`config.mk`:
```
export PLATFORM = sky130hd
export DESIGN_NAME = lane_sample_remap
export DESIGN_NICKNAME = d
export VERILOG_FILES = /design/src/rtl/remap_pkg.sv /design/src/rtl/remap_ctrl.sv /design/src/rtl/remap_datapath.sv /design/src/rtl/lane_sample_remap.sv
export SDC_FILE = /design/constraint.sdc
export NUM_CORES = 1
export LEC_CHECK = 0
export BUFFER_PORTS_ARGS = -buffer_cell sky130_fd_sc_hd__buf_2
export CORE_MARGIN = 8
export CORE_UTILIZATION = 40
export CTS_BUF_LIST = sky130_fd_sc_hd__clkbuf_4 sky130_fd_sc_hd__clkbuf_8 sky130_fd_sc_hd__clkbuf_16
export CTS_CLUSTER_DIAMETER = 60
export DETAILED_ROUTE_END_ITERATION = 8
export PLACE_DENSITY_LB_ADDON = 0.08
export SYNTH_ARGS = -nofsm -noshare
export SYNTH_HDL_FRONTEND = slang
export SYNTH_SLANG_ARGS = --single-unit
export TNS_END_PERCENT = 20
```
`constraint.sdc`:
```
create_clock -name clk -period 1.95 [get_ports clk]
set_input_delay 0.0975 -clock clk [delete_from_list [all_inputs] [get_ports clk]]
set_output_delay 0.0975 -clock clk [all_outputs]
set_load 0.02 [all_outputs]
```
`src/rtl/remap_pkg.sv`:
```
package remap_pkg;

  localparam int LANES          = 4;
  localparam int OCTETS_PER_LANE = 4;
  localparam int LANE_W         = 8 * OCTETS_PER_LANE;
  localparam int BUS_W          = LANES * LANE_W;
  localparam int SAMPLE_W       = 16;
  localparam int SEL_W          = 2;

  typedef struct packed {
    logic             capture;
    logic [SEL_W-1:0] frameSel;
  } ctrlStrobe_t;

endpackage

```
`src/rtl/remap_ctrl.sv`:
```
module remap_ctrl
  import remap_pkg::*;
#(
  parameter int OCT_PER_FRAME = 1,
  parameter int FRAME_DIV     = 1
) (
  input  logic        clk,
  input  logic        rstN,
  input  logic        linkReady,
  input  logic        inValid,
  output ctrlStrobe_t ctrl
);

  localparam int FRAMES = OCTETS_PER_LANE / OCT_PER_FRAME;
  localparam logic [SEL_W-1:0] LAST = SEL_W'(FRAMES - 1);

  logic accept;
  assign accept = linkReady && inValid;
  assign ctrl.capture = accept;

  if (FRAME_DIV == 1) begin : g_counter
    logic [SEL_W-1:0] frameCnt;

    always_ff @(posedge clk or negedge rstN) begin
      if (!rstN) begin
        frameCnt <= '0;
      end else if (!linkReady) begin
        frameCnt <= '0;
      end else if (inValid) begin
        frameCnt <= (frameCnt == LAST) ? '0 : frameCnt + 1'b1;
      end
    end

    assign ctrl.frameSel = frameCnt;

    // link down restarts the frame sequence
    a_r5_clear_on_link_down: assert property (@(posedge clk) disable iff (!rstN)
      !linkReady |=> frameCnt == '0);

    // an accepted cycle moves to the next frame, wrapping at the last
    a_r5_step_and_wrap: assert property (@(posedge clk) disable iff (!rstN)
      accept |=> frameCnt == (($past(frameCnt) == LAST) ? '0 : $past(frameCnt) + 1'b1));

    // idle cycles leave the sequence where it was
    a_r5_idle_holds: assert property (@(posedge clk) disable iff (!rstN)
      (linkReady && !inValid) |=> $stable(frameCnt));
  end else begin : g_noCounter
    assign ctrl.frameSel = '0;
  end

endmodule

```
`src/rtl/remap_datapath.sv`:
```
module remap_datapath
  import remap_pkg::*;
#(
  parameter int OCT_PER_FRAME = 1,
  parameter int FRAME_DIV     = 1,
  parameter int OUT_W         = 32
) (
  input  logic             clk,
  input  logic             rstN,
  input  ctrlStrobe_t      ctrl,
  input  logic [BUS_W-1:0] laneData,
  output logic             outValid,
  output logic [OUT_W-1:0] dataOut
);

  localparam int FRAMES        = OCTETS_PER_LANE / OCT_PER_FRAME;
  localparam int FRAME_OCTETS  = LANES * OCT_PER_FRAME;
  localparam int FRAME_W       = 8 * FRAME_OCTETS;

  // Octets of one frame are taken lane by lane; consecutive pairs form a sample,
  // the earlier octet in the upper byte.
  function automatic logic [FRAME_W-1:0] buildFrame(input logic [BUS_W-1:0] lanes,
                                                    input logic [SEL_W-1:0] idx);
    logic [FRAME_W-1:0] word;
    int lane, offs, src, dst;
    word = '0;
    for (int p = 0; p < FRAME_OCTETS; p++) begin
      lane = p / OCT_PER_FRAME;
      offs = p % OCT_PER_FRAME;
      src  = lane * OCTETS_PER_LANE + int'(idx) * OCT_PER_FRAME + offs;
      dst  = (p / 2) * SAMPLE_W + (((p % 2) == 0) ? 8 : 0);
      word[dst +: 8] = lanes[src*8 +: 8];
    end
    return word;
  endfunction

  logic [OUT_W-1:0] nextData;

  if (FRAME_DIV == 1) begin : g_narrow
    assign nextData = buildFrame(laneData, ctrl.frameSel);
  end else begin : g_wide
    logic unusedSel;
    assign unusedSel = ^ctrl.frameSel;
    for (genvar f = 0; f < FRAMES; f++) begin : g_frame
      assign nextData[f*FRAME_W +: FRAME_W] = buildFrame(laneData, SEL_W'(f));
    end
  end

  always_ff @(posedge clk or negedge rstN) begin
    if (!rstN) begin
      outValid <= 1'b0;
      dataOut  <= '0;
    end else begin
      outValid <= ctrl.capture;
      if (ctrl.capture) dataOut <= nextData;
    end
  end

  // nothing captured means no valid and unchanged samples
  a_r8_hold_when_idle: assert property (@(posedge clk) disable iff (!rstN)
    !ctrl.capture |=> (!outValid && $stable(dataOut)));

  // a capture strobe always yields a valid output next cycle
  a_r7_valid_after_capture: assert property (@(posedge clk) disable iff (!rstN)
    ctrl.capture |=> outValid);

endmodule

```
`src/rtl/lane_sample_remap.sv`:
```
module lane_sample_remap
  import remap_pkg::*;
#(
  parameter int OCT_PER_FRAME = 1,
  parameter int CONV_M        = 1,
  parameter int SAMP_S        = 2,
  parameter int FRAME_DIV     = 1,
  localparam int OUT_W        = (FRAME_DIV == 4) ? BUS_W : 32 * OCT_PER_FRAME
) (
  input  logic             clk,
  input  logic             rstN,
  input  logic             linkReady,
  input  logic             inValid,
  input  logic [BUS_W-1:0] laneData,
  output logic             outValid,
  output logic [OUT_W-1:0] dataOut
);

  localparam bit PARAMS_OK = (OCT_PER_FRAME == 1 || OCT_PER_FRAME == 2)
                          && (CONV_M * SAMP_S == 2 * OCT_PER_FRAME)
                          && (FRAME_DIV == 1 || FRAME_DIV == 4);

  if (!PARAMS_OK) begin : g_badParams
    $error("lane_sample_remap: unsupported F/M/S/divider combination");
  end

  ctrlStrobe_t ctrl;

  remap_ctrl #(
    .OCT_PER_FRAME(OCT_PER_FRAME),
    .FRAME_DIV    (FRAME_DIV)
  ) i_ctrl (
    .clk      (clk),
    .rstN     (rstN),
    .linkReady(linkReady),
    .inValid  (inValid),
    .ctrl     (ctrl)
  );

  remap_datapath #(
    .OCT_PER_FRAME(OCT_PER_FRAME),
    .FRAME_DIV    (FRAME_DIV),
    .OUT_W        (OUT_W)
  ) i_datapath (
    .clk     (clk),
    .rstN    (rstN),
    .ctrl    (ctrl),
    .laneData(laneData),
    .outValid(outValid),
    .dataOut (dataOut)
  );

  // output valid only ever follows an accepted input cycle
  a_r7_valid_latency: assert property (@(posedge clk) disable iff (!rstN)
    outValid |-> $past(linkReady && inValid));

endmodule

```
; Yosys cells after proc, flatten, opt, wreduce, memory -nomap -nowiden
; Index checks and enable logic that the tools add are counted.
[totals]
wordCells = 17
reg_bits = 35
input_bits = 132
out_inout_bits = 33
[classes]
n_reduce_logical = 1
n_mux = 3
shift = 4
n_eq_ne = 2
addsub = 4
[ops]
columns = cell, count
row1 = 128-bit by 32-bit indexed part select with 8-bit output, 3
row2 = 128-bit by 6-bit indexed part select with 8-bit output, 1
row3 = "4-bit by 2-bit adder with 5-bit output, first input constant", 2
row4 = 2-bit 2-to-1 mux, 3
row5 = "3-bit by 2-bit adder with 4-bit output, first input constant", 1
row6 = "2-bit by 1-bit adder with 2-bit output, second input constant", 1
row7 = "2-bit == test, second input constant", 1
row8 = "2-bit by 1-bit != test with 1-bit output, second input constant", 1
row9 = 1-bit logical AND, 1

; Longest topological paths before layout
[logic_depth]
word_depth = 4
mapped_depth = 4
ltp_nobuf = 3

; Cells and area by module
; Synthesis repeated with hierarchy kept, for this count alone.
[unflattened]
hier_cells = 189
hier_area_um2 = 2412.3
[by_module_without_submodules]
columns = mod, n_inst, cells_per_inst, area_per_inst_um2, seq_area_each_um2
row1 = remap_datapath, 1, 179, 2299.7, 825.8
row2 = remap_ctrl, 1, 10, 112.6, 50.0

; Worst setup path after synthesis
; OpenSTA, ideal clock, no wires.
[synth_path]
path_type = register to register
from = register i_ctrl.g_counter.frameCnt[0]
to = register i_datapath.dataOut[20]
synth_period_minus_slack_ns = 1.502
t_required_ns = 1.825
path_buffers = 2
setup_slack_ns = 0.448
setup_ns = 0.125
path_stages_with_launch = 5
t_arrival_ns = 1.377
cell_sequence = dfrtp_1 buf_6 buf_12 mux4_2 mux2_4
[synth_between]
elab_chain_cells = 2
[synth_rtl]
columns = element, line
row1 = start: declaration, remap_ctrl.sv:22  ; logic [SEL_W-1:0] frameCnt;
row2 = start signal: assignment, remap_ctrl.sv:30  ; frameCnt <= (frameCnt == LAST) ? '0 : frameCnt + 1'b1;
row3 = 4-bit by 2-bit adder with 5-bit output, remap_datapath.sv:30  ; src = lane * OCTETS_PER_LANE + int'(idx) * OCT_PER_FRAME + offs;
row4 = 128-bit by 32-bit indexed part select with 8-bit output, remap_datapath.sv:32  ; word[dst +: 8] = lanes[src*8 +: 8];
row5 = end signal: assignment, remap_datapath.sv:55  ; if (ctrl.capture) dataOut <= nextData;
row6 = end: declaration, remap_datapath.sv:13  ; output logic [OUT_W-1:0] dataOut
; No other way between the ends.
; A chain may end at the register's enable or synchronous reset.

; Worst setup path in the final report
[layout_path]
from = register i_ctrl.g_counter.frameCnt[0]
to = register i_datapath.dataOut[17]
; Same word-level chain as after synthesis.

==> run metrics <==
status=complete, no violations; Internal Power=1728 uW; CTS tree=yes; Final setup viols=0; net count of the finished layout=416; first-pass GRT wire length=10.51 mm; minimum clock period=1.626 ns; Worst VDD drop=354.8 uV; Syn Nets=251; WL/cell=17.93 um; top cells by area, synth=dfrtp_1 39%, mux4_2 28%, mux2_4 19%; post-synthesis cell type count=16; period utilization=0.8337; Area Overhead vs Synth=43.51%; CP Max Fanout=35; initial drt markers=59; number of synthesized flops with an enable pin=0; gpl congestion=0.6938; first-pass iteration count of the detailed router=4; final WL=6.383 mm; yosys warns=0; Setup CP Type=reg2reg; Critical path buffers and inverters=1; share of the synthesized area in the top cell type=0.3900; synthesized cell area=2246 um^2; Lkg Pwr=0.001591 uW; cell row count=27; IO Pins=165; Clock Power Share=0.233; top post-synthesis cells by count=35 x dfrtp_1, 28 x mux2_4, 28 x mux4_2; die width=90.93 um; count leader, synth=dfrtp_1; max cap viols=0; Final Hold Vio Count=0; Syn Inst Count=118; I/O Buffers=164; max incr delay on CP=0.59 ns; Comb pwr share=0.382; Initial Utilization=0.4104; Worst-Margin Slew=0.4312 ns; Placed Area=3109 um^2; Slew headroom=0.7125; drt drc=0; worst path arrival time=1.79 ns; clk buf depth=2; Via density=4.972; Post-CTS Setup Inserts=0; RSZ-0062 raised after global routing=no; Layout Skew=0.006540 ns; Reg power frac=0.385; Worst-path clk slew=0.06 ns; largest area contributor in the netlist=dfrtp_1; Vias=1770; pwr/cell area=767.4 nW/um^2; switching share of power=0.3014; largest net degree at the start of global routing=36; Sink Count=35; antenna violations before repair=0; core area=5473 um^2; #FFs+latches synth=35; Worst-Skew Late Latency=0.28 ns; async set-reset flop share out of synthesis=1.000; synthesized area per cell=19.03 um^2; vias in the first global route=2130; Die Y=90.93 um; Power Total=2473 uW; Req. time, crit path=2.11 ns; htree depth=2; Startpoint Class=register; final instance area=3223 um^2; Post-DRT Antenna Nets=0; Crit-path slowest cell=mux4_1; clock root buffer=clkbuf_8; hold crit path type=in2reg; Num CTS Buffers=5; Sum Neg Setup Slack=0 ns; Main synth FF type=dfrtp_1; cts repair resizes=0; grt total ovfl=0; GRT Resource Usage Total=0.1574; switching power of the nets=745.4 uW; max-slew violation count=0; Top delay family on crit path=multiplexers; Post-CTS Hold Fix Bufs=1; fmax=0.6151 GHz; die area=8268 um^2; fill count=476; Worst setup EP type=register; n_diodes=0; layout cell share with drive strength beyond 1=0.8415; sequential area share after synthesis=0.3900; crit path cell chain=buf_12, mux4_1, mux2_2
[path summary, 6_finish.rpt]
check / from / to / slack [ns] / cells past startpoint
max: i_ctrl.g_counter.frameCnt[0] / i_datapath.dataOut[17] / 0.32 / 3
min: linkReady / i_ctrl.g_counter.frameCnt[0] / 0.06 / 2
max reg2reg: i_ctrl.g_counter.frameCnt[0] / i_datapath.dataOut[17] / 0.32 / 3
min reg2reg: i_datapath.dataOut[18] / i_datapath.dataOut[18] / 0.50 / 1
max in group asynchronous: rstN / i_datapath.dataOut[6] / 1.06 / 3
min in group asynchronous: rstN / i_datapath.dataOut[27] / 0.28 / 2
[cells in the final DEF (no fill, tap or decap)]
cell type	instances
and2_2	1
buf_12	2
buf_2	164
buf_4	3
clkbuf_4	1
clkbuf_8	7
dfrtp_1	34
dfrtp_2	1
dlygate4sd3_1	1
ha_1	1
mux2_2	4
mux2_4	28
mux2i_1	1
mux4_1	4
mux4_2	28
nor2b_1	2
nor3b_1	1
o21a_1	1
[registers in the layout, summed over array words and instances (netlist names)]
name and count:
i_ctrl.g_counter.frameCnt 2, i_datapath.outValid 1, i_datapath.dataOut 32
[area by class of cell]
class / instances / area (um^2) / share of cell area
sequential: 35 / 877.1 / 0.2721
timing repair buffer: 170 / 893.4 / 0.2772
clock buffer: 8 / 103.9 / 0.03222
multi-input combinational: 71 / 1259 / 0.3905
tap: 72 / 90.09 / 0.02795
[power groups by stage]
stage	sequential (uW)	clock (uW)	combinational (uW)
after CTS	954	603	963
after floorplan	1140	0	433
final	952	576	945
after global routing	972	637	1010
after detailed placement	963	0	962
after global placement	964	0	946
[per-layer routing]
layer | share of wire | global-route usage
met2 | 0.53 | 0.2799
met3 | 0.085 | 0.06749
met4 | 0.010 | 0.03956
met1 | 0.38 | 0.1674
met5 | 0 | 0
[cells by family after synthesis]
family / Yosys count / share of synthesized area
AOI/OAI and AO/OA: 1 / 0.003344
adders and majority gates: 1 / 0.005570
buffers and inverters: 12 / 0.05014
DFF: 35 / 0.3900
muxes: 65 / 0.5393
and+or+nand+nor: 4 / 0.01170
[per-stage QoR]
stage | instances | hold slack (ns) | utilization | setup slack (ns)
floorplan | 118 | -0.1981 | - | 0.4479
global placement | 347 | 0.06602 | 0.5681 | 0.3534
detailed placement | 347 | 0.06678 | 0.5681 | 0.3125
CTS | 356 | 0.04882 | 0.5889 | 0.3007
global route | 356 | 0.05419 | 0.5889 | 0.2386
finish | 356 | 0.05564 | 0.5889 | 0.3242
No activity file was read; power rests on OpenSTA's default activity.
